### src/rtl/vls_pkg.sv
package vls_pkg;
    typedef enum logic [1:0] {
        ST_IDLE,
        ST_SEEK,
        ST_ISSUE,
        ST_DONE
    } vls_state_e;

    typedef enum logic [1:0] {
        AM_UNIT,
        AM_ELEM,
        AM_INDEX
    } addr_mode_e;
endpackage

### src/rtl/vls_pred_walk.sv
module vls_pred_walk #(
    parameter int MAX_VL = 8,
    parameter int IDX_W  = 3,
    parameter int CNT_W  = 4
) (
    input  logic [MAX_VL-1:0] mask,
    input  logic [CNT_W-1:0]  from,
    input  logic [CNT_W-1:0]  vl,
    output logic [IDX_W-1:0]  idx,
    output logic              found
);
    // lowest set mask position in [from, vl)
    always_comb begin
        idx   = '0;
        found = 1'b0;
        for (int k = MAX_VL - 1; k >= 0; k--) begin
            if (mask[k] && (CNT_W'(k) >= from) && (CNT_W'(k) < vl)) begin
                idx   = IDX_W'(k);
                found = 1'b1;
            end
        end
    end
endmodule

### src/rtl/vls_addr_gen.sv
module vls_addr_gen
    import vls_pkg::*;
#(
    parameter int AW         = 32,
    parameter int MAX_VL     = 8,
    parameter int IDX_W      = 3,
    parameter int LINE_BYTES = 16
) (
    input  addr_mode_e           mode,
    input  logic [1:0]           wsel,
    input  logic [AW-1:0]        base,
    input  logic [AW-1:0]        imm,
    input  logic [MAX_VL*AW-1:0] vec_addr,
    input  logic [IDX_W-1:0]     idx,
    output logic [AW-1:0]        addr,
    output logic                 aligned
);
    localparam int LINE_LG = $clog2(LINE_BYTES);

    logic [AW-1:0] idx_ext;
    logic [AW-1:0] unit_addr;
    logic [AW-1:0] elem_addr;

    assign idx_ext   = {{(AW-IDX_W){1'b0}}, idx};
    assign unit_addr = base + imm + (idx_ext << wsel);
    assign elem_addr = base + imm * idx_ext;

    always_comb begin
        unique case (mode)
            AM_UNIT:  addr = unit_addr;
            AM_ELEM:  addr = elem_addr;
            AM_INDEX: addr = vec_addr[idx*AW +: AW];
            default:  addr = unit_addr;
        endcase
    end

    assign aligned = (addr[LINE_LG-1:0] == '0);
endmodule

### src/rtl/vls_ctrl.sv
module vls_ctrl
    import vls_pkg::*;
#(
    parameter int AW    = 32,
    parameter int IDX_W = 3,
    parameter int CNT_W = 4
) (
    input  logic             clk,
    input  logic             rst_n,
    input  logic             start,
    output logic             cfg_load,
    input  logic [CNT_W-1:0] vl_q,
    input  logic             ffirst_q,
    input  logic             trunc_q,
    input  logic             src_found,
    input  logic             dst_found,
    input  logic [IDX_W-1:0] src_idx,
    input  logic [IDX_W-1:0] dst_idx,
    input  logic             src_more,
    input  logic             dst_more,
    input  logic [AW-1:0]    cand_addr,
    input  logic             cand_aligned,
    output logic [CNT_W-1:0] cur_src,
    output logic [CNT_W-1:0] cur_dst,
    output logic             req_valid,
    input  logic             req_ready,
    output logic [AW-1:0]    req_addr,
    output logic [IDX_W-1:0] req_src_idx,
    output logic [IDX_W-1:0] req_dst_idx,
    output logic             req_last,
    input  logic             req_fault,
    output logic             done,
    output logic [CNT_W-1:0] done_vl,
    output logic             exc
);
    vls_state_e state_q, state_d;
    logic       began_q;
    logic       pair_ok;
    logic       trunc_hit;

    assign pair_ok   = src_found && dst_found;
    assign trunc_hit = ffirst_q && trunc_q && began_q && cand_aligned;
    assign cfg_load  = (state_q == ST_IDLE) && start;
    assign done      = (state_q == ST_DONE);

    always_ff @(posedge clk or negedge rst_n) begin
        if (!rst_n) state_q <= ST_IDLE;
        else        state_q <= state_d;
    end

    always_comb begin
        state_d = state_q;
        unique case (state_q)
            ST_IDLE:  if (start) state_d = ST_SEEK;
            ST_SEEK:  state_d = (!pair_ok || trunc_hit) ? ST_DONE : ST_ISSUE;
            ST_ISSUE: if (req_ready) state_d = req_fault ? ST_DONE : ST_SEEK;
            ST_DONE:  state_d = ST_IDLE;
            default:  state_d = ST_IDLE;
        endcase
    end

    always_ff @(posedge clk or negedge rst_n) begin
        if (!rst_n) begin
            cur_src     <= '0;
            cur_dst     <= '0;
            began_q     <= 1'b0;
            req_valid   <= 1'b0;
            req_addr    <= '0;
            req_src_idx <= '0;
            req_dst_idx <= '0;
            req_last    <= 1'b0;
            done_vl     <= '0;
            exc         <= 1'b0;
        end else begin
            unique case (state_q)
                ST_IDLE: begin
                    if (start) begin
                        cur_src <= '0;
                        cur_dst <= '0;
                        began_q <= 1'b0;
                        exc     <= 1'b0;
                    end
                end
                ST_SEEK: begin
                    if (!pair_ok) begin
                        done_vl <= vl_q;
                    end else if (trunc_hit) begin
                        done_vl <= CNT_W'(src_idx);
                    end else begin
                        req_valid   <= 1'b1;
                        req_addr    <= cand_addr;
                        req_src_idx <= src_idx;
                        req_dst_idx <= dst_idx;
                        req_last    <= !(src_more && dst_more);
                    end
                end
                ST_ISSUE: begin
                    if (req_ready) begin
                        req_valid <= 1'b0;
                        if (req_fault) begin
                            if (ffirst_q && began_q) begin
                                done_vl <= CNT_W'(req_src_idx);
                            end else begin
                                exc     <= 1'b1;
                                done_vl <= vl_q;
                            end
                        end else begin
                            began_q <= 1'b1;
                            cur_src <= CNT_W'(req_src_idx) + CNT_W'(1);
                            cur_dst <= CNT_W'(req_dst_idx) + CNT_W'(1);
                        end
                    end
                end
                ST_DONE: ;
                default: ;
            endcase
        end
    end


    hold_req_chk: assert property (@(posedge clk) disable iff (!rst_n)
        req_valid && !req_ready |=> req_valid && $stable(req_addr)
                                   && $stable(req_src_idx) && $stable(req_dst_idx));

    done_pulse_chk: assert property (@(posedge clk) disable iff (!rst_n)
        done |=> !done);

    exc_len_chk: assert property (@(posedge clk) disable iff (!rst_n)
        done && exc |-> done_vl == vl_q);

    len_nonzero_chk: assert property (@(posedge clk) disable iff (!rst_n)
        done && (vl_q != '0) |-> done_vl != '0);

    idx_bound_chk: assert property (@(posedge clk) disable iff (!rst_n)
        req_valid |-> (CNT_W'(req_src_idx) < vl_q) && (CNT_W'(req_dst_idx) < vl_q));

    fault_ends_chk: assert property (@(posedge clk) disable iff (!rst_n)
        req_valid && req_ready && req_fault |=> done);
endmodule

### src/rtl/vls_seq.sv
module vls_seq
    import vls_pkg::*;
#(
    parameter int AW         = 32,
    parameter int MAX_VL     = 8,
    parameter int LINE_BYTES = 16,
    localparam int IDX_W     = $clog2(MAX_VL),
    localparam int CNT_W     = $clog2(MAX_VL + 1)
) (
    input  logic                 clk,
    input  logic                 rst_n,
    input  logic                 start,
    input  logic [CNT_W-1:0]     vl,
    input  logic [AW-1:0]        base,
    input  logic [AW-1:0]        imm,
    input  logic [1:0]           width_sel,
    input  logic                 addr_is_vec,
    input  logic                 stride_sel,
    input  logic [MAX_VL*AW-1:0] vec_addr,
    input  logic [MAX_VL-1:0]    src_mask,
    input  logic [MAX_VL-1:0]    dst_mask,
    input  logic                 ffirst,
    input  logic                 line_trunc,
    output logic                 req_valid,
    input  logic                 req_ready,
    output logic [AW-1:0]        req_addr,
    output logic [IDX_W-1:0]     req_src_idx,
    output logic [IDX_W-1:0]     req_dst_idx,
    output logic                 req_last,
    input  logic                 req_fault,
    output logic                 done,
    output logic [CNT_W-1:0]     done_vl,
    output logic                 exc
);
    logic                 cfg_load;
    logic [CNT_W-1:0]     vl_q;
    logic [AW-1:0]        base_q;
    logic [AW-1:0]        imm_q;
    logic [1:0]           wsel_q;
    addr_mode_e           mode_q;
    logic [MAX_VL*AW-1:0] vec_q;
    logic [MAX_VL-1:0]    smask_q;
    logic [MAX_VL-1:0]    dmask_q;
    logic                 ffirst_q;
    logic                 trunc_q;

    logic [CNT_W-1:0]     cur_src;
    logic [CNT_W-1:0]     cur_dst;
    logic [IDX_W-1:0]     hit_idx  [2];
    logic                 hit_found[2];
    logic                 more_found[2];
    logic [IDX_W-1:0]     more_idx [2];
    logic [AW-1:0]        cand_addr;
    logic                 cand_aligned;

    always_ff @(posedge clk or negedge rst_n) begin
        if (!rst_n) begin
            vl_q     <= '0;
            base_q   <= '0;
            imm_q    <= '0;
            wsel_q   <= '0;
            mode_q   <= AM_UNIT;
            vec_q    <= '0;
            smask_q  <= '0;
            dmask_q  <= '0;
            ffirst_q <= 1'b0;
            trunc_q  <= 1'b0;
        end else if (cfg_load) begin
            vl_q     <= vl;
            base_q   <= base;
            imm_q    <= imm;
            wsel_q   <= width_sel;
            mode_q   <= addr_is_vec ? AM_INDEX : (stride_sel ? AM_ELEM : AM_UNIT);
            vec_q    <= vec_addr;
            smask_q  <= src_mask;
            dmask_q  <= dst_mask;
            ffirst_q <= ffirst;
            trunc_q  <= line_trunc;
        end
    end

    // walker 0 follows the source mask, walker 1 the destination mask
    for (genvar g = 0; g < 2; g++) begin : g_walk
        logic [MAX_VL-1:0] m;
        logic [CNT_W-1:0]  pos;
        assign m   = (g == 0) ? smask_q : dmask_q;
        assign pos = (g == 0) ? cur_src : cur_dst;

        vls_pred_walk #(.MAX_VL(MAX_VL), .IDX_W(IDX_W), .CNT_W(CNT_W)) u_hit (
            .mask (m),
            .from (pos),
            .vl   (vl_q),
            .idx  (hit_idx[g]),
            .found(hit_found[g])
        );

        vls_pred_walk #(.MAX_VL(MAX_VL), .IDX_W(IDX_W), .CNT_W(CNT_W)) u_more (
            .mask (m),
            .from (CNT_W'(hit_idx[g]) + CNT_W'(1)),
            .vl   (vl_q),
            .idx  (more_idx[g]),
            .found(more_found[g])
        );
    end

    vls_addr_gen #(.AW(AW), .MAX_VL(MAX_VL), .IDX_W(IDX_W), .LINE_BYTES(LINE_BYTES)) u_agen (
        .mode    (mode_q),
        .wsel    (wsel_q),
        .base    (base_q),
        .imm     (imm_q),
        .vec_addr(vec_q),
        .idx     (hit_idx[0]),
        .addr    (cand_addr),
        .aligned (cand_aligned)
    );

    vls_ctrl #(.AW(AW), .IDX_W(IDX_W), .CNT_W(CNT_W)) u_ctrl (
        .clk         (clk),
        .rst_n       (rst_n),
        .start       (start),
        .cfg_load    (cfg_load),
        .vl_q        (vl_q),
        .ffirst_q    (ffirst_q),
        .trunc_q     (trunc_q),
        .src_found   (hit_found[0]),
        .dst_found   (hit_found[1]),
        .src_idx     (hit_idx[0]),
        .dst_idx     (hit_idx[1]),
        .src_more    (more_found[0]),
        .dst_more    (more_found[1]),
        .cand_addr   (cand_addr),
        .cand_aligned(cand_aligned),
        .cur_src     (cur_src),
        .cur_dst     (cur_dst),
        .req_valid   (req_valid),
        .req_ready   (req_ready),
        .req_addr    (req_addr),
        .req_src_idx (req_src_idx),
        .req_dst_idx (req_dst_idx),
        .req_last    (req_last),
        .req_fault   (req_fault),
        .done        (done),
        .done_vl     (done_vl),
        .exc         (exc)
    );


    pred_bit_chk: assert property (@(posedge clk) disable iff (!rst_n)
        req_valid |-> smask_q[req_src_idx] && dmask_q[req_dst_idx]);

    indexed_addr_chk: assert property (@(posedge clk) disable iff (!rst_n)
        req_valid && (mode_q == AM_INDEX) |-> req_addr == vec_q[req_src_idx*AW +: AW]);

    cfg_hold_chk: assert property (@(posedge clk) disable iff (!rst_n)
        req_valid |=> $stable(vl_q) && $stable(smask_q));
endmodule

### config.mk
export PLATFORM = sky130hd
export DESIGN_NAME = vls_seq
export DESIGN_NICKNAME = d
export VERILOG_FILES = /design/src/rtl/vls_pkg.sv /design/src/rtl/vls_pred_walk.sv /design/src/rtl/vls_addr_gen.sv /design/src/rtl/vls_ctrl.sv /design/src/rtl/vls_seq.sv
export SDC_FILE = /design/constraint.sdc
export NUM_CORES = 1
export LEC_CHECK = 0
export BUFFER_PORTS_ARGS = -buffer_cell sky130_fd_sc_hd__buf_2
export CORE_AREA = 8 8 294 296
export CTS_CLUSTER_SIZE = 28
export DETAILED_ROUTE_END_ITERATION = 10
export DIE_AREA = 0 0 302 304
export GPL_ROUTABILITY_DRIVEN = 0
export SLEW_MARGIN = 20
export SYNTH_ARGS = -nofsm -noshare
export SYNTH_HDL_FRONTEND = slang
export SYNTH_SLANG_ARGS = --single-unit
### constraint.sdc
create_clock -name clk -period 6 [get_ports clk]
set_input_delay 1.2 -clock clk [delete_from_list [all_inputs] [get_ports clk]]
set_output_delay 1.2 -clock clk [all_outputs]
set_load 0.03 [all_outputs]
## Word level (Yosys, flattened, before mapping)

Cells that the tools add are included.
Widths: inputs -> output; s select.

- Register bits after elaboration: 402
- Input port bits: 351
- Output and inout port bits: 46
- Word-level logic and storage cells: 250

- $add $sub $neg: 7
- $mul: 1
- Order comparisons: 40
- Eq/ne operators: 13
- Shift-type cells: 2
- Multiplexer cells: 81
- Bitwise gates (word level): 1
- Reduce and logical (&&, ||, !) cells: 84

Operator list:

| operator | count |
|---|---|
| $shiftx 256x9->32 | 1 |
| $add 32x32->32 | 3 |
| $logic_and 1x1->1 | 71 |
| $ge 3x4->1 const A | 16 |
| $pmux 32 s2 | 1 |
| $mux 3 | 16 |
| $mux 1 | 43 |
| $mux 4 | 10 |
| $ge 1x4->1 const A | 8 |
| $ge 2x4->1 const A | 8 |
| $mul 32x3->32 | 1 |
| $shl 3x2->32 | 1 |
| $pmux 4 s2 | 3 |
| $add 3x1->4 const B | 4 |
| $lt 3x4->1 const A | 4 |
| $ne 2x2->1 const B | 6 |
| $reduce_and 4->1 | 3 |
| $lt 1x4->1 const A | 2 |
| $lt 2x4->1 const A | 2 |
| $mux 2 | 4 |
| $pmux 2 s4 | 1 |
| $eq 2x2->1 const B | 3 |
| $pmux 1 s2 | 3 |
| $reduce_and 5->1 | 1 |
| 11 further kinds | 14 |

## Depth between registers and ports, before layout

Gate-level depths: netlist (run 1).

- Depth in word-level cells: 25
- Mapped depth: 29

## By module

Synthesis (run 1) repeated with hierarchy kept, for this count alone.

- Cell total of the unflattened synthesis: 2,111
- Area, all modules: 26,776.9 µm²

By module, submodules not included:

| module | times used | cells an instance | area each (µm²) |
|---|---|---|---|
| vls_seq | 1 | 741 | 14,575.2 |
| vls_addr_gen | 1 | 1,018 | 8,538.2 |
| vls_ctrl | 1 | 160 | 2,352.3 |
| vls_pred_walk | 4 | 48 | 327.8 |

## Worst setup path before layout (run 1)

No wires, ideal clock.

- Path kind: flip-flop to flip-flop
- Start: reg vl_q[3]
- End: reg u_ctrl.req_addr[30]
- Arrival time: 6,120 ps
- Required time: 5,875 ps
- Slack: -245 ps
- Stages on the path, launching flop included: 27
- Buffers on the path: 6
- Cells stage by stage: dfrtp_1 > buf_6 > or4b_4 > nand4_2 > o221ai_1 > a21boi_1 > buf_2 > buf_2 > buf_2 > clkbuf_1 > clkbuf_1 > nand2_1 > fa_1 > inv_1 > fa_1 > ha_1 > a211oi_1 > o21ai_0 > a41oi_1 > o22ai_1 > a221o_1 > a21oi_1 > nor2b_1 > and3b_1 > o21ai_0 > o2111ai_1 > mux2_4

- Cells in the longest elaborated chain, start to end: 17
- Elaborated cells on any way between the ends: 59

Ends and longest elaborated chain:

| item | RTL line | source |
|---|---|---|
| start: declaration | vls_seq.sv:36 | `logic [CNT_W-1:0] vl_q;` |
| start signal: assignment | vls_seq.sv:69 | `vl_q <= vl;` |
| $lt 3x4->1 | vls_pred_walk.sv:17 | `if (mask[k] && (CNT_W'(k) >= from) && (CNT_W'(k) < vl)) begin` |
| $logic_and 1x1->1 | vls_pred_walk.sv:17 |  |
| $mux 3 (7 in a row) | vls_pred_walk.sv:17 |  |
| $mux 3 (*) | vls_pred_walk.sv:17 |  |
| named net g_walk[0].u_hit.idx[0] | vls_pred_walk.sv:9 | `output logic [IDX_W-1:0] idx,` |
| $mul 32x3->32 / $shl 3x2->32 (equally long branches) | vls_addr_gen.sv:26, vls_addr_gen.sv:25 |  |
| $add 32x32->32 (on tied branches) | vls_addr_gen.sv:26, vls_addr_gen.sv:25 |  |
| $pmux 32 s2 (*) | vls_addr_gen.sv:29 | `unique case (mode)` |
| $logic_not 4->1 | vls_addr_gen.sv:37 | `assign aligned = (addr[LINE_LG-1:0] == '0);` |
| $logic_and 1x1->1 | vls_ctrl.sv:42 | `assign trunc_hit = ffirst_q && trunc_q && began_q && cand_aligned;` |
| $not 1->1 (no source line) | n/a |  |
| $reduce_and 3->1 (no source line) | n/a |  |
| end signal: assignment | vls_ctrl.sv:91 | `req_addr <= cand_addr;` |
| end: declaration | vls_ctrl.sv:27 | `output logic [AW-1:0] req_addr,` |

Mark *: on every way through the listed nets, which the timed path passes. The rest lies on a longest branch.
A chain may end at the register's enable or synchronous reset.

## Worst setup path in the final report (run 1)

- Start: reg vl_q[3]
- End: reg u_ctrl.req_addr[30]

- Cells in the longest elaborated chain, start to end: 17
- Elaborated cells on any way between the ends: 59

Ends and longest elaborated chain:

| item | RTL line |
|---|---|
| $lt 3x4->1 | vls_pred_walk.sv:17 |
| $logic_and 1x1->1 | vls_pred_walk.sv:17 |
| $mux 3 (8 in a row) | vls_pred_walk.sv:17 |
| $mul 32x3->32 / $shl 3x2->32 (equally long branches) | vls_addr_gen.sv:26, vls_addr_gen.sv:25 |
| $add 32x32->32 (on tied branches) | vls_addr_gen.sv:26, vls_addr_gen.sv:25 |
| $pmux 32 s2 | vls_addr_gen.sv:29 |
| $logic_not 4->1 | vls_addr_gen.sv:37 |
| $logic_and 1x1->1 | vls_ctrl.sv:42 |
| $not 1->1 (no source line) | n/a |
| $reduce_and 3->1 (no source line) | n/a |

Parallel ways exist; a longest one is shown, timed or not.

==> reports/qor.csv, run 1 <==
metric;value;unit
global route hottest layer;met2;
Routed Antenna Nets;0;
Finish-stage setup viols;0;
maxcap violations;0;
area of the mapped netlist;24400;um^2
ys async rst share;1.00;
Hold WS;0.492;ns
total global routing overflow;0;
Worst-Skew Late Latency;0.62;ns
hold_buf cts;0;
Slew Viols, Final;0;
final period utilization;0.948;
WL final;81200;um
Via Count;19000;
crit end category;flip-flop;
largest net degree at the start of global routing;156;
Setup crit start kind;flip-flop;
average wire per cell in the routed design;21.0;um
Global Route Usage Sum;0.173;
Hold WC Path Type;flip-flop to flip-flop;
Reg2Reg Setup Slack;0.31;ns
DR DRC count;0;
met1 Track Usage GR;0.229;
run status;finished, final reports clean;
post-layout min period;5.69;ns
clock slew at reported path FFs;0.06;ns
CP endpoint;u_ctrl.req_addr[30];
H-tree level count;2;
critical path, cell by cell;or4b_4, nand4_2, nor3b_1, o21a_4, buf_4, nand2_1, fa_1, inv_1, fa_1, ha_1, a211oi_1, o21ai_0, a41oi_2, o22ai_1, a221o_1, a21oi_1, nor2b_1, and3b_1, o21ai_0, o2111ai_1, mux2_4;
number of global-route vias before repair;19800;
met3 Resource Use GR;0.0454;
slowest CP cell;or4b_4;
Most used DFF post-synth;dfrtp_1;
Synth Instances;2369;
CTS tree;built;
worst clock skew;0.0613;ns
Worst setup startpoint;vl_q[3];
Filler cells;8218;
met2 Use GR;0.280;
Root Buffer;clkbuf_16;
Yosys cell types;81;
critical path required time;6.45;ns
post-synthesis sequential area ratio;0.413;
Initial Util;0.299;
port bufs;396;
Yosys reg bits;402;
Slew headroom;0.312;
Starting DRT DRC Count;1011;
Net Count, Synth;2888;
Reg-to-Reg Start;vl_q[3];
die area;91800;um^2
synth-to-layout area growth;20.9;%
Worst EP arrival;6.14;ns
Top Ports;397;
Cell Rows;105;
crit path kind;flip-flop to flip-flop;
Final #Nets;3263;
Core Region;81600;um^2
fmax;176;MHz
hpwl dp;61100;um
first-pass GRT wire length;123000;um
FF-to-FF path depth;21;
Worst Tran Pin Value;1.03;ns
peak per-stage delay on the critical path;0.56;ns
die height;304;um
number of synthesized flops with an enable pin;0;
layout cells sized above 1;0.335;
Die Wd;302;um
synth warn;0;
crit-path max FO;12;
R2R Path End;u_ctrl.req_addr[30];
initial antenna violation count;27;
Fin. Hold Viols;0;
clock tree sinks;402;
CTS Buf Count;50;
Clock Tree Buf Depth;3;
vias per inst;4.90;
syn_area_per_cell;10.3;um^2
DRT Pass-1 Iters;7;
## sequential cells by signal, indices dropped and copies added (netlist names), 2 cells and up
register	flops
u_ctrl.req_dst_idx	3
u_ctrl.state_q	2
base_q	32
imm_q	32
mode_q	2
u_ctrl.cur_dst	4
wsel_q	2
dmask_q	8
u_ctrl.req_src_idx	3
u_ctrl.cur_src	4
vec_q	256
vl_q	4
u_ctrl.done_vl	4
u_ctrl.req_addr	32
g_walk.m	8
## critical path: cells and delay by family, from the launching register on
kind	cells	cell delay, ns
mux	1	0.27
fa+ha+maj	3	1.23
flops	1	0.45
buf+inv	2	0.27
compound gates	9	2.01
simple gates	6	1.29
## kinds of logic (layout without fill, tap and decap cells)
family                   Yosys count  in the layout  synth area share
AND/OR/NAND/NOR                  727            727             0.141
XOR/XNOR                          56             56            0.0201
AO/OA/AOI/OAI                    331            331            0.0904
buffers and inverters            297            713            0.0487
other                              0             11                 0
adder cells (fa/ha/maj)          168            168             0.107
multiplexers                     388            388             0.181
flip-flops                       402            402             0.413
## layer usage
metal | vias up | part of all wire
met5 | - | 0.0017
met1 | 9352 | 0.44
met4 | 22 | 0.020
li1 | 8987 | -
met2 | 481 | 0.47
met3 | 112 | 0.069
## cell type report
cell class                 count  area, um^2  share of cell area
antenna                       11        27.5            0.000935
inverter                     168         633              0.0215
timing repair buffer         452        2540              0.0862
clock inverter                21         264             0.00897
multi-input combinational   1670       13200               0.448
tap                         1070        1340              0.0455
sequential                   402       10100               0.342
clock buffer                  72        1400              0.0477
## placed cells by master (no fill, tap or decap), drive strengths merged, types with 10 or more instances in the layout
| master | synthesis | routed |
|---|---|---|
| xnor2 | 42 | 42 |
| nor3 | 10 | 10 |
| inv | 168 | 173 |
| a31oi | 14 | 14 |
| mux2 | 375 | 375 |
| a221oi | 19 | 19 |
| nor2 | 70 | 70 |
| nor2b | 15 | 15 |
| ha | 102 | 102 |
| nand2b | 13 | 13 |
| fa | 66 | 66 |
| nand2 | 312 | 312 |
| and3 | 34 | 34 |
| clkbuf | 87 | 72 |
| a21o | 28 | 28 |
| xor2 | 14 | 14 |
| a21oi | 94 | 94 |
| dfrtp | 402 | 402 |
| nand3 | 179 | 179 |
| o21a | 17 | 17 |
| mux2i | 13 | 13 |
| diode | 0 | 11 |
| buf | 42 | 452 |
| and2 | 60 | 60 |
| o21ai | 62 | 62 |
| clkinv | 0 | 11 |
## how the worst min path moves through the flow
stage / start / to / slack (ns) / depth (start not counted)
after floorplan: u_ctrl.began_q / u_ctrl.began_q / 0.44 / 2
after global placement: u_ctrl.began_q / u_ctrl.began_q / 0.46 / 2
after detailed placement: u_ctrl.began_q / u_ctrl.began_q / 0.49 / 2
after CTS: rst_n / vec_q[125] / 0.50 / 1
after global routing: vec_q[164] / vec_q[164] / 0.51 / 1
final: u_ctrl.began_q / u_ctrl.began_q / 0.49 / 2
## cells in the mapped netlist (19+ instances only)
cell type,instances,area [um^2]
dfrtp_1,402,10100
mux2_2,362,4080
nand2_1,312,1170
nand3_1,179,896
inv_1,167,627
ha_1,102,1280
a21oi_1,94,470
clkbuf_1,87,327
fa_1,66,1320
nor2_1,66,248
and2_1,60,375
o21ai_0,60,300
xnor2_1,42,368
and3_1,34,213
a21o_1,28,210
buf_2,21,105
a221oi_1,19,166
## stage by stage
step / setup WS [ns] / setup TNS, ns / instance area (um^2) / utilization / instances
6_report: 0.310 / 0 / 29400 / 0.361 / 3866
5_1_grt: -0.000881 / -0.000881 / 29400 / 0.361 / 3859
4_1_cts: 0.0776 / 0 / 29400 / 0.360 / 3853
3_5_place_dp: 0.154 / 0 / 27700 / 0.340 / 3760
3_3_place_gp: 0.269 / 0 / 27700 / 0.340 / 3760
2_1_floorplan: 0.00110 / 0 / 24400 / - / 2369
## repair_timing
item                       4_1_cts  5_1_grt
gates resized for setup          0        8
setup endpoints to repair        0       13
buffers inserted                 0        2
Power of run 1 is left out: the tool's default activity adds up to more than one toggle a clock period on the data nets, which glitch-free logic cannot reach.
==> inputs of run 2 (changes only) <==
Settings changed: CORE_AREA 8 8 294 296 to 3 3 289 291, DIE_AREA 0 0 302 304 to 0 0 292 294.
==> run 2 against run 1 <==
Cell area is 0.43% higher; first-iteration DRC count is 17% higher; maximum frequency hardly changed; cell count hardly changed; worst setup slack better by 0.0022 ns; global-route usage is 1.1 points higher; critical path depth is 1 higher; sequential cell count stayed put; largest cell class unchanged.
==> reports/qor.csv, run 2 (synthesis gave the netlist of run 1 again) <==
metric;value;unit;change
max reg flops;256;;unchanged
Reg-to-Reg Start;vl_q[2];;was vl_q[3]
post-layout min period;5.69;ns;about the same
Top Ports;397;;unchanged
DRT Pass-1 Iters;5;;was 7
met3 Resource Use GR;0.0520;;was 0.0454
Reg2Reg Setup Slack;0.31;ns;about the same
maxcap violations;0;;unchanged
Final #Nets;3268;;was 3,263
port bufs;396;;unchanged
Finish-stage setup viols;0;;unchanged
clock slew at reported path FFs;0.06;ns;about the same
number of global-route vias before repair;19900;;was 19,800
Routed Antenna Nets;0;;unchanged
layout cells sized above 1;0.341;;was 0.335
average wire per cell in the routed design;20.7;um;was 21.0 um
Cell Rows;104;;was 105
Hold WS;0.480;ns;was 0.492 ns
run status;finished, final reports clean;;unchanged
worst clock skew;0.0385;ns;was 0.0613 ns
total global routing overflow;0;;unchanged
hold path depth;2;;unchanged
slowest CP cell;fa_1;;was or4b_4
CTS Buf Count;50;;unchanged
critical path, cell by cell;buf_4, a21o_1, and4_2, nand3b_1, buf_4, and3_1, fa_1, inv_1, fa_1, inv_1, ha_1, a21o_1, a21o_1, o21ai_1, a21bo_2, nor3b_1, a21oi_1, o41ai_2, xnor2_1, a221o_1, o31a_1, mux2_2;;was or4b_4, nand4_2, nor3b_1, o21a_4, buf_4, nand2_1, fa_1, inv_1, fa_1, ha_1, a211oi_1, o21ai_0, a41oi_2, o22ai_1, a221o_1, a21oi_1, nor2b_1, and3b_1, o21ai_0, o2111ai_1, mux2_4
Starting DRT DRC Count;1184;;was 1,011
vias per inst;4.95;;was 4.90
Worst setup startpoint;vl_q[2];;was vl_q[3]
CTS tree;built;;unchanged
die height;294;um;was 304 um
Util after Layout;0.366;;was 0.361
Die Wd;292;um;was 302 um
Worst Tran Pin Value;1.09;ns;was 1.03 ns
Global Route Usage Sum;0.184;;was 0.173
Core Region;80800;um^2;was 81,600 um^2
placed cell area;27700;um^2;about the same
Hold WC Path Type;flip-flop to flip-flop;;unchanged
Worst-Skew Late Latency;0.62;ns;about the same
WP depth;22;;was 21
Initial Util;0.301;;was 0.299
CP delay by family, top;compound AO/OA/AOI/OAI gates;;unchanged
met1 Track Usage GR;0.242;;was 0.229
clock tree sinks;402;;unchanged
Worst EP arrival;6.17;ns;was 6.14 ns
peak per-stage delay on the critical path;0.53;ns;was 0.56 ns
largest net degree at the start of global routing;114;;was 156
cell area after layout;29600;um^2;was 29,400 um^2
H-tree level count;2;;unchanged
Root Buffer;clkbuf_16;;unchanged
Slew headroom;0.276;;was 0.312
CP endpoint;u_ctrl.req_addr[31];;was u_ctrl.req_addr[30]
global route hottest layer;met2;;unchanged
Setup crit start kind;flip-flop;;unchanged
WL final;80100;um;was 81,200 um
hpwl dp;59800;um;was 61,100 um
FF-to-FF path depth;22;;was 21
crit end category;flip-flop;;unchanged
met2 Use GR;0.303;;was 0.280
Slew Viols, Final;0;;unchanged
Top reg by flops;vec_q;;unchanged
crit-path max FO;25;;was 12
DR DRC count;0;;unchanged
buffers and inverters on the worst path;4;;was 2
Fin. Hold Viols;0;;unchanged
CP most frequent cell;a21o_1;;
hold_buf cts;0;;unchanged
Via Count;19100;;was 19,000
commonest non-fill, non-tap cell in the layout;dfrtp_1;;unchanged
commonest cells after routing, fill and taps aside;401 x dfrtp_1, 395 x buf_2, 362 x mux2_2;;unchanged
fmax;176;MHz;about the same
Clock Tree Buf Depth;3;;unchanged
initial antenna violation count;38;;was 27
final period utilization;0.948;;about the same
first-pass GRT wire length;121000;um;was 123,000 um
crit path kind;flip-flop to flip-flop;;unchanged
die area;85800;um^2;was 91,800 um^2
synth-to-layout area growth;21.4;%;was 20.9%
R2R Path End;u_ctrl.req_addr[31];;was u_ctrl.req_addr[30]
critical path required time;6.48;ns;was 6.45 ns
[run 2: cell count changes in the layout (fill, tap and decap cells not counted), moves of 2 or more]
cell,before,now
diode_2,11,21
clkinv_2,7,9
clkbuf_8,7,9
buf_4,46,51
clkbuf_1,15,9
inv_16,0,2
[run 2: per-stage QoR]
step	cells	setup WS, ns	setup TNS (ns)
after CTS	3843	0.0156	0
after global routing	3855	-0.00840	-0.00840
final	3868	0.312	0
after floorplan	2369	0.00110	0
after global placement	3753	0.177	0
after detailed placement	3753	0.0520	0
[run 2: layer usage]
metal  vias to the layer above  share of wire
li1                       9016              -
met1                      9383           0.44
met2                       564           0.46
met3                       133          0.076
met4                        32          0.022
met5                         -         0.0024
[run 2: final cells by class]
| class | count | area (um^2) |
|---|---|---|
| timing repair buffer | 456 | 2550 |
| sequential | 402 | 10100 |
| tap | 1060 | 1330 |
| fill | 8103 | 51200 |
| clock inverter | 22 | 287 |
| antenna | 21 | 52.6 |
| inverter | 168 | 633 |
| clock buffer | 68 | 1410 |
| multi-input combinational | 1671 | 13300 |
[run 2: worst min-delay path by stage]
stage | start | to | slack, ns
2_1_floorplan | u_ctrl.began_q | u_ctrl.began_q | 0.44
5_1_grt | u_ctrl.began_q | u_ctrl.began_q | 0.50
3_5_place_dp | u_ctrl.began_q | u_ctrl.began_q | 0.46
3_3_place_gp | u_ctrl.began_q | u_ctrl.began_q | 0.46
6_report | u_ctrl.began_q | u_ctrl.began_q | 0.48
4_1_cts | u_ctrl.began_q | u_ctrl.began_q | 0.48
[run 2: timing repair]
| item | 4_1_cts | 5_1_grt |
|---|---|---|
| endpoints found under the hold margin | 0 | 0 |
| gates resized for setup | 0 | 20 |
| setup buffers | 0 | 3 |
| setup endpoints to repair | 0 | 22 |
[run 2: worst min-delay path: stages, from the launching register on]
cell	delay, ns
dfrtp_1	0.34
nand2_1	0.05
nand2_1	0.05
Power of run 2 is left out for the same reason.
==> inputs of run 3 (changes only) <==
Settings changed: PLACE_DENSITY from default to 0.54.
==> run 3 against run 2 <==
Maximum frequency decreased by 0.72%; sequential cell count unchanged; global-route usage decreased by 0.19 points; via count decreased by 1.8%; wire length decreased by 0.48%; first-iteration DRC count decreased by 16%; worst setup slack got worse by 0.041 ns; worst hold slack got worse by 0.013 ns.
==> reports/qor.csv, run 3 (synthesis gave the netlist of run 1 again) <==
metric;value;unit;change
Initial Util;0.301;;unchanged
TNS Setup;0;ns;unchanged
average wire per cell in the routed design;20.7;um;about the same
vias per inst;4.87;;was 4.95
Fin. Hold Viols;0;;unchanged
met1 Track Usage GR;0.239;;was 0.242
crit-path max FO;9;;was 25
Via Count;18800;;was 19,100
placed cell area;27700;um^2;about the same
Top Ports;397;;unchanged
Cell Rows;104;;unchanged
Reg-to-Reg Start;vl_q[0];;was vl_q[2]
final period utilization;0.955;;was 0.948
RSZ-0062 raised after global routing;no;;
CTS tree;built;;unchanged
critical path required time;6.47;ns;was 6.48 ns
WHS Endpoint;u_ctrl.began_q;;unchanged
clock tree sinks;402;;unchanged
global route hottest layer;met2;;unchanged
Hold WC Path Type;flip-flop to flip-flop;;unchanged
critical path, cell by cell;or4b_4, nand4_2, nor3b_1, o21a_4, clkbuf_4, and2_1, fa_1, inv_1, fa_1, inv_1, ha_1, a21o_1, o21ai_0, a21bo_2, nor3b_1, a21oi_1, o41ai_1, xnor2_1, a221o_1, o31a_1, mux2_2;;was buf_4, a21o_1, and4_2, nand3b_1, buf_4, and3_1, fa_1, inv_1, fa_1, inv_1, ha_1, a21o_1, a21o_1, o21ai_1, a21bo_2, nor3b_1, a21oi_1, o41ai_2, xnor2_1, a221o_1, o31a_1, mux2_2
crit path kind;flip-flop to flip-flop;;unchanged
Reg2Reg Setup Slack;0.27;ns;was 0.31 ns
Slew Viols, Final;0;;unchanged
cell area after layout;29400;um^2;was 29,600 um^2
die area;85800;um^2;unchanged
slowest CP cell;or4b_4;;was fa_1
Slew headroom;0.395;;was 0.276
WL final;79800;um;was 80,100 um
layout cells sized above 1;0.337;;was 0.341
Worst EP arrival;6.20;ns;was 6.17 ns
Top reg by flops;vec_q;;unchanged
Core Region;80800;um^2;unchanged
worst clock skew;0.0214;ns;was 0.0385 ns
run status;finished, final reports clean;;unchanged
die height;294;um;unchanged
Root Buffer;clkbuf_16;;unchanged
commonest cells after routing, fill and taps aside;402 x dfrtp_1, 395 x buf_2, 362 x mux2_2;;was 401 x dfrtp_1, 395 x buf_2, 362 x mux2_2
Finish-stage setup viols;0;;unchanged
max reg flops;256;;unchanged
Clock Tree Buf Depth;3;;unchanged
Routed Antenna Nets;0;;unchanged
hold path depth;2;;unchanged
maxcap violations;0;;unchanged
DRT Pass-1 Iters;5;;unchanged
first-pass GRT wire length;120000;um;was 121,000 um
clock slew at reported path FFs;0.06;ns;about the same
H-tree level count;2;;unchanged
fmax;175;MHz;was 176 MHz
Util after Layout;0.364;;was 0.366
CP delay by family, top;compound AO/OA/AOI/OAI gates;;unchanged
buffers and inverters on the worst path;3;;was 4
Worst Tran Pin Value;0.899;ns;was 1.09 ns
Die Wd;292;um;unchanged
commonest non-fill, non-tap cell in the layout;dfrtp_1;;unchanged
port bufs;396;;unchanged
crit end category;flip-flop;;unchanged
total global routing overflow;0;;unchanged
met2 Use GR;0.300;;was 0.303
CTS Buf Count;49;;was 50
largest net degree at the start of global routing;122;;was 114
Hold WS;0.467;ns;was 0.480 ns
Starting DRT DRC Count;992;;was 1,184
R2R Path End;u_ctrl.req_addr[31];;unchanged
hpwl dp;59600;um;was 59,800 um
Setup crit start kind;flip-flop;;unchanged
peak per-stage delay on the critical path;0.53;ns;about the same
synth-to-layout area growth;20.7;%;was 21.4%
initial antenna violation count;42;;was 38
min-delay src;u_ctrl.began_q;;unchanged
met3 Resource Use GR;0.0521;;was 0.0520
Final #Nets;3266;;was 3,268
Worst-Skew Late Latency;0.61;ns;was 0.62 ns
Global Route Usage Sum;0.182;;was 0.184
number of global-route vias before repair;19600;;was 19,900
DR DRC count;0;;unchanged
FF-to-FF path depth;21;;was 22
post-layout min period;5.73;ns;was 5.69 ns
## run 3: cell types whose count changed in the layout (fill, tap and decap cells not counted), sizes merged
cell / change
buf: -2
bufinv: -2
clkbuf: -3
clkinv: +3
clkinvlp: +2
diode: -3
inv: -3
o21a: -1
## run 3: repair_timing
action / 4_1_cts / 5_1_grt
endpoints found under the setup margin: 0 / 9
setup buffers: 0 / 6
gates resized for setup: 0 / 7
hold buffers: 0 / 0
## run 3: layout make-up
| cell class | count | area [um^2] |
|---|---|---|
| Fill cell | 8172 | 51400 |
| Antenna cell | 18 | 45.0 |
| Timing Repair Buffer | 456 | 2560 |
| Inverter | 168 | 633 |
| Clock buffer | 63 | 1330 |
| Multi-Input combinational cell | 1670 | 13200 |
| Sequential cell | 402 | 10100 |
| Clock inverter | 22 | 240 |
| Tap cell | 1060 | 1330 |
## run 3: worst max path at each step
stage	startpoint	endpoint	slack, ns	cells after the start
2_1_floorplan	vl_q[3]	u_ctrl.req_addr[31]	0.001	27
3_3_place_gp	vl_q[0]	u_ctrl.req_addr[22]	0.19	19
3_5_place_dp	vl_q[0]	u_ctrl.req_addr[30]	0.11	21
4_1_cts	vl_q[0]	u_ctrl.req_addr[30]	0.11	21
5_1_grt	vl_q[0]	u_ctrl.req_addr[30]	0.002	22
6_report	vl_q[0]	u_ctrl.req_addr[31]	0.27	21
## run 3: through the flow
step	cells	setup WS [ns]
finish	3859	0.271
global route	3846	0.00242
CTS	3834	0.113
detailed placement	3749	0.114
global placement	3749	0.188
floorplan	2369	0.00110
## run 3: worst reg2reg max path, delay by kind of cell (launching register included)
kind	cells	cell delay, ns
AND/OR/NAND/NOR	5	1.32
adder cells (fa/ha/maj)	3	1.10
multiplexers	1	0.26
AO/OA/AOI/OAI	8	1.93
buffers and inverters	3	0.42
XOR/XNOR	1	0.11
flip-flops	1	0.48
## run 3: routing by layer
metal / wire length, um / vias up
met5: 292 / -
met4: 1510 / 42
met3: 5950 / 129
met2: 37000 / 453
met1: 35000 / 9165
li1: - / 8999
Power of run 3 is left out for the same reason.
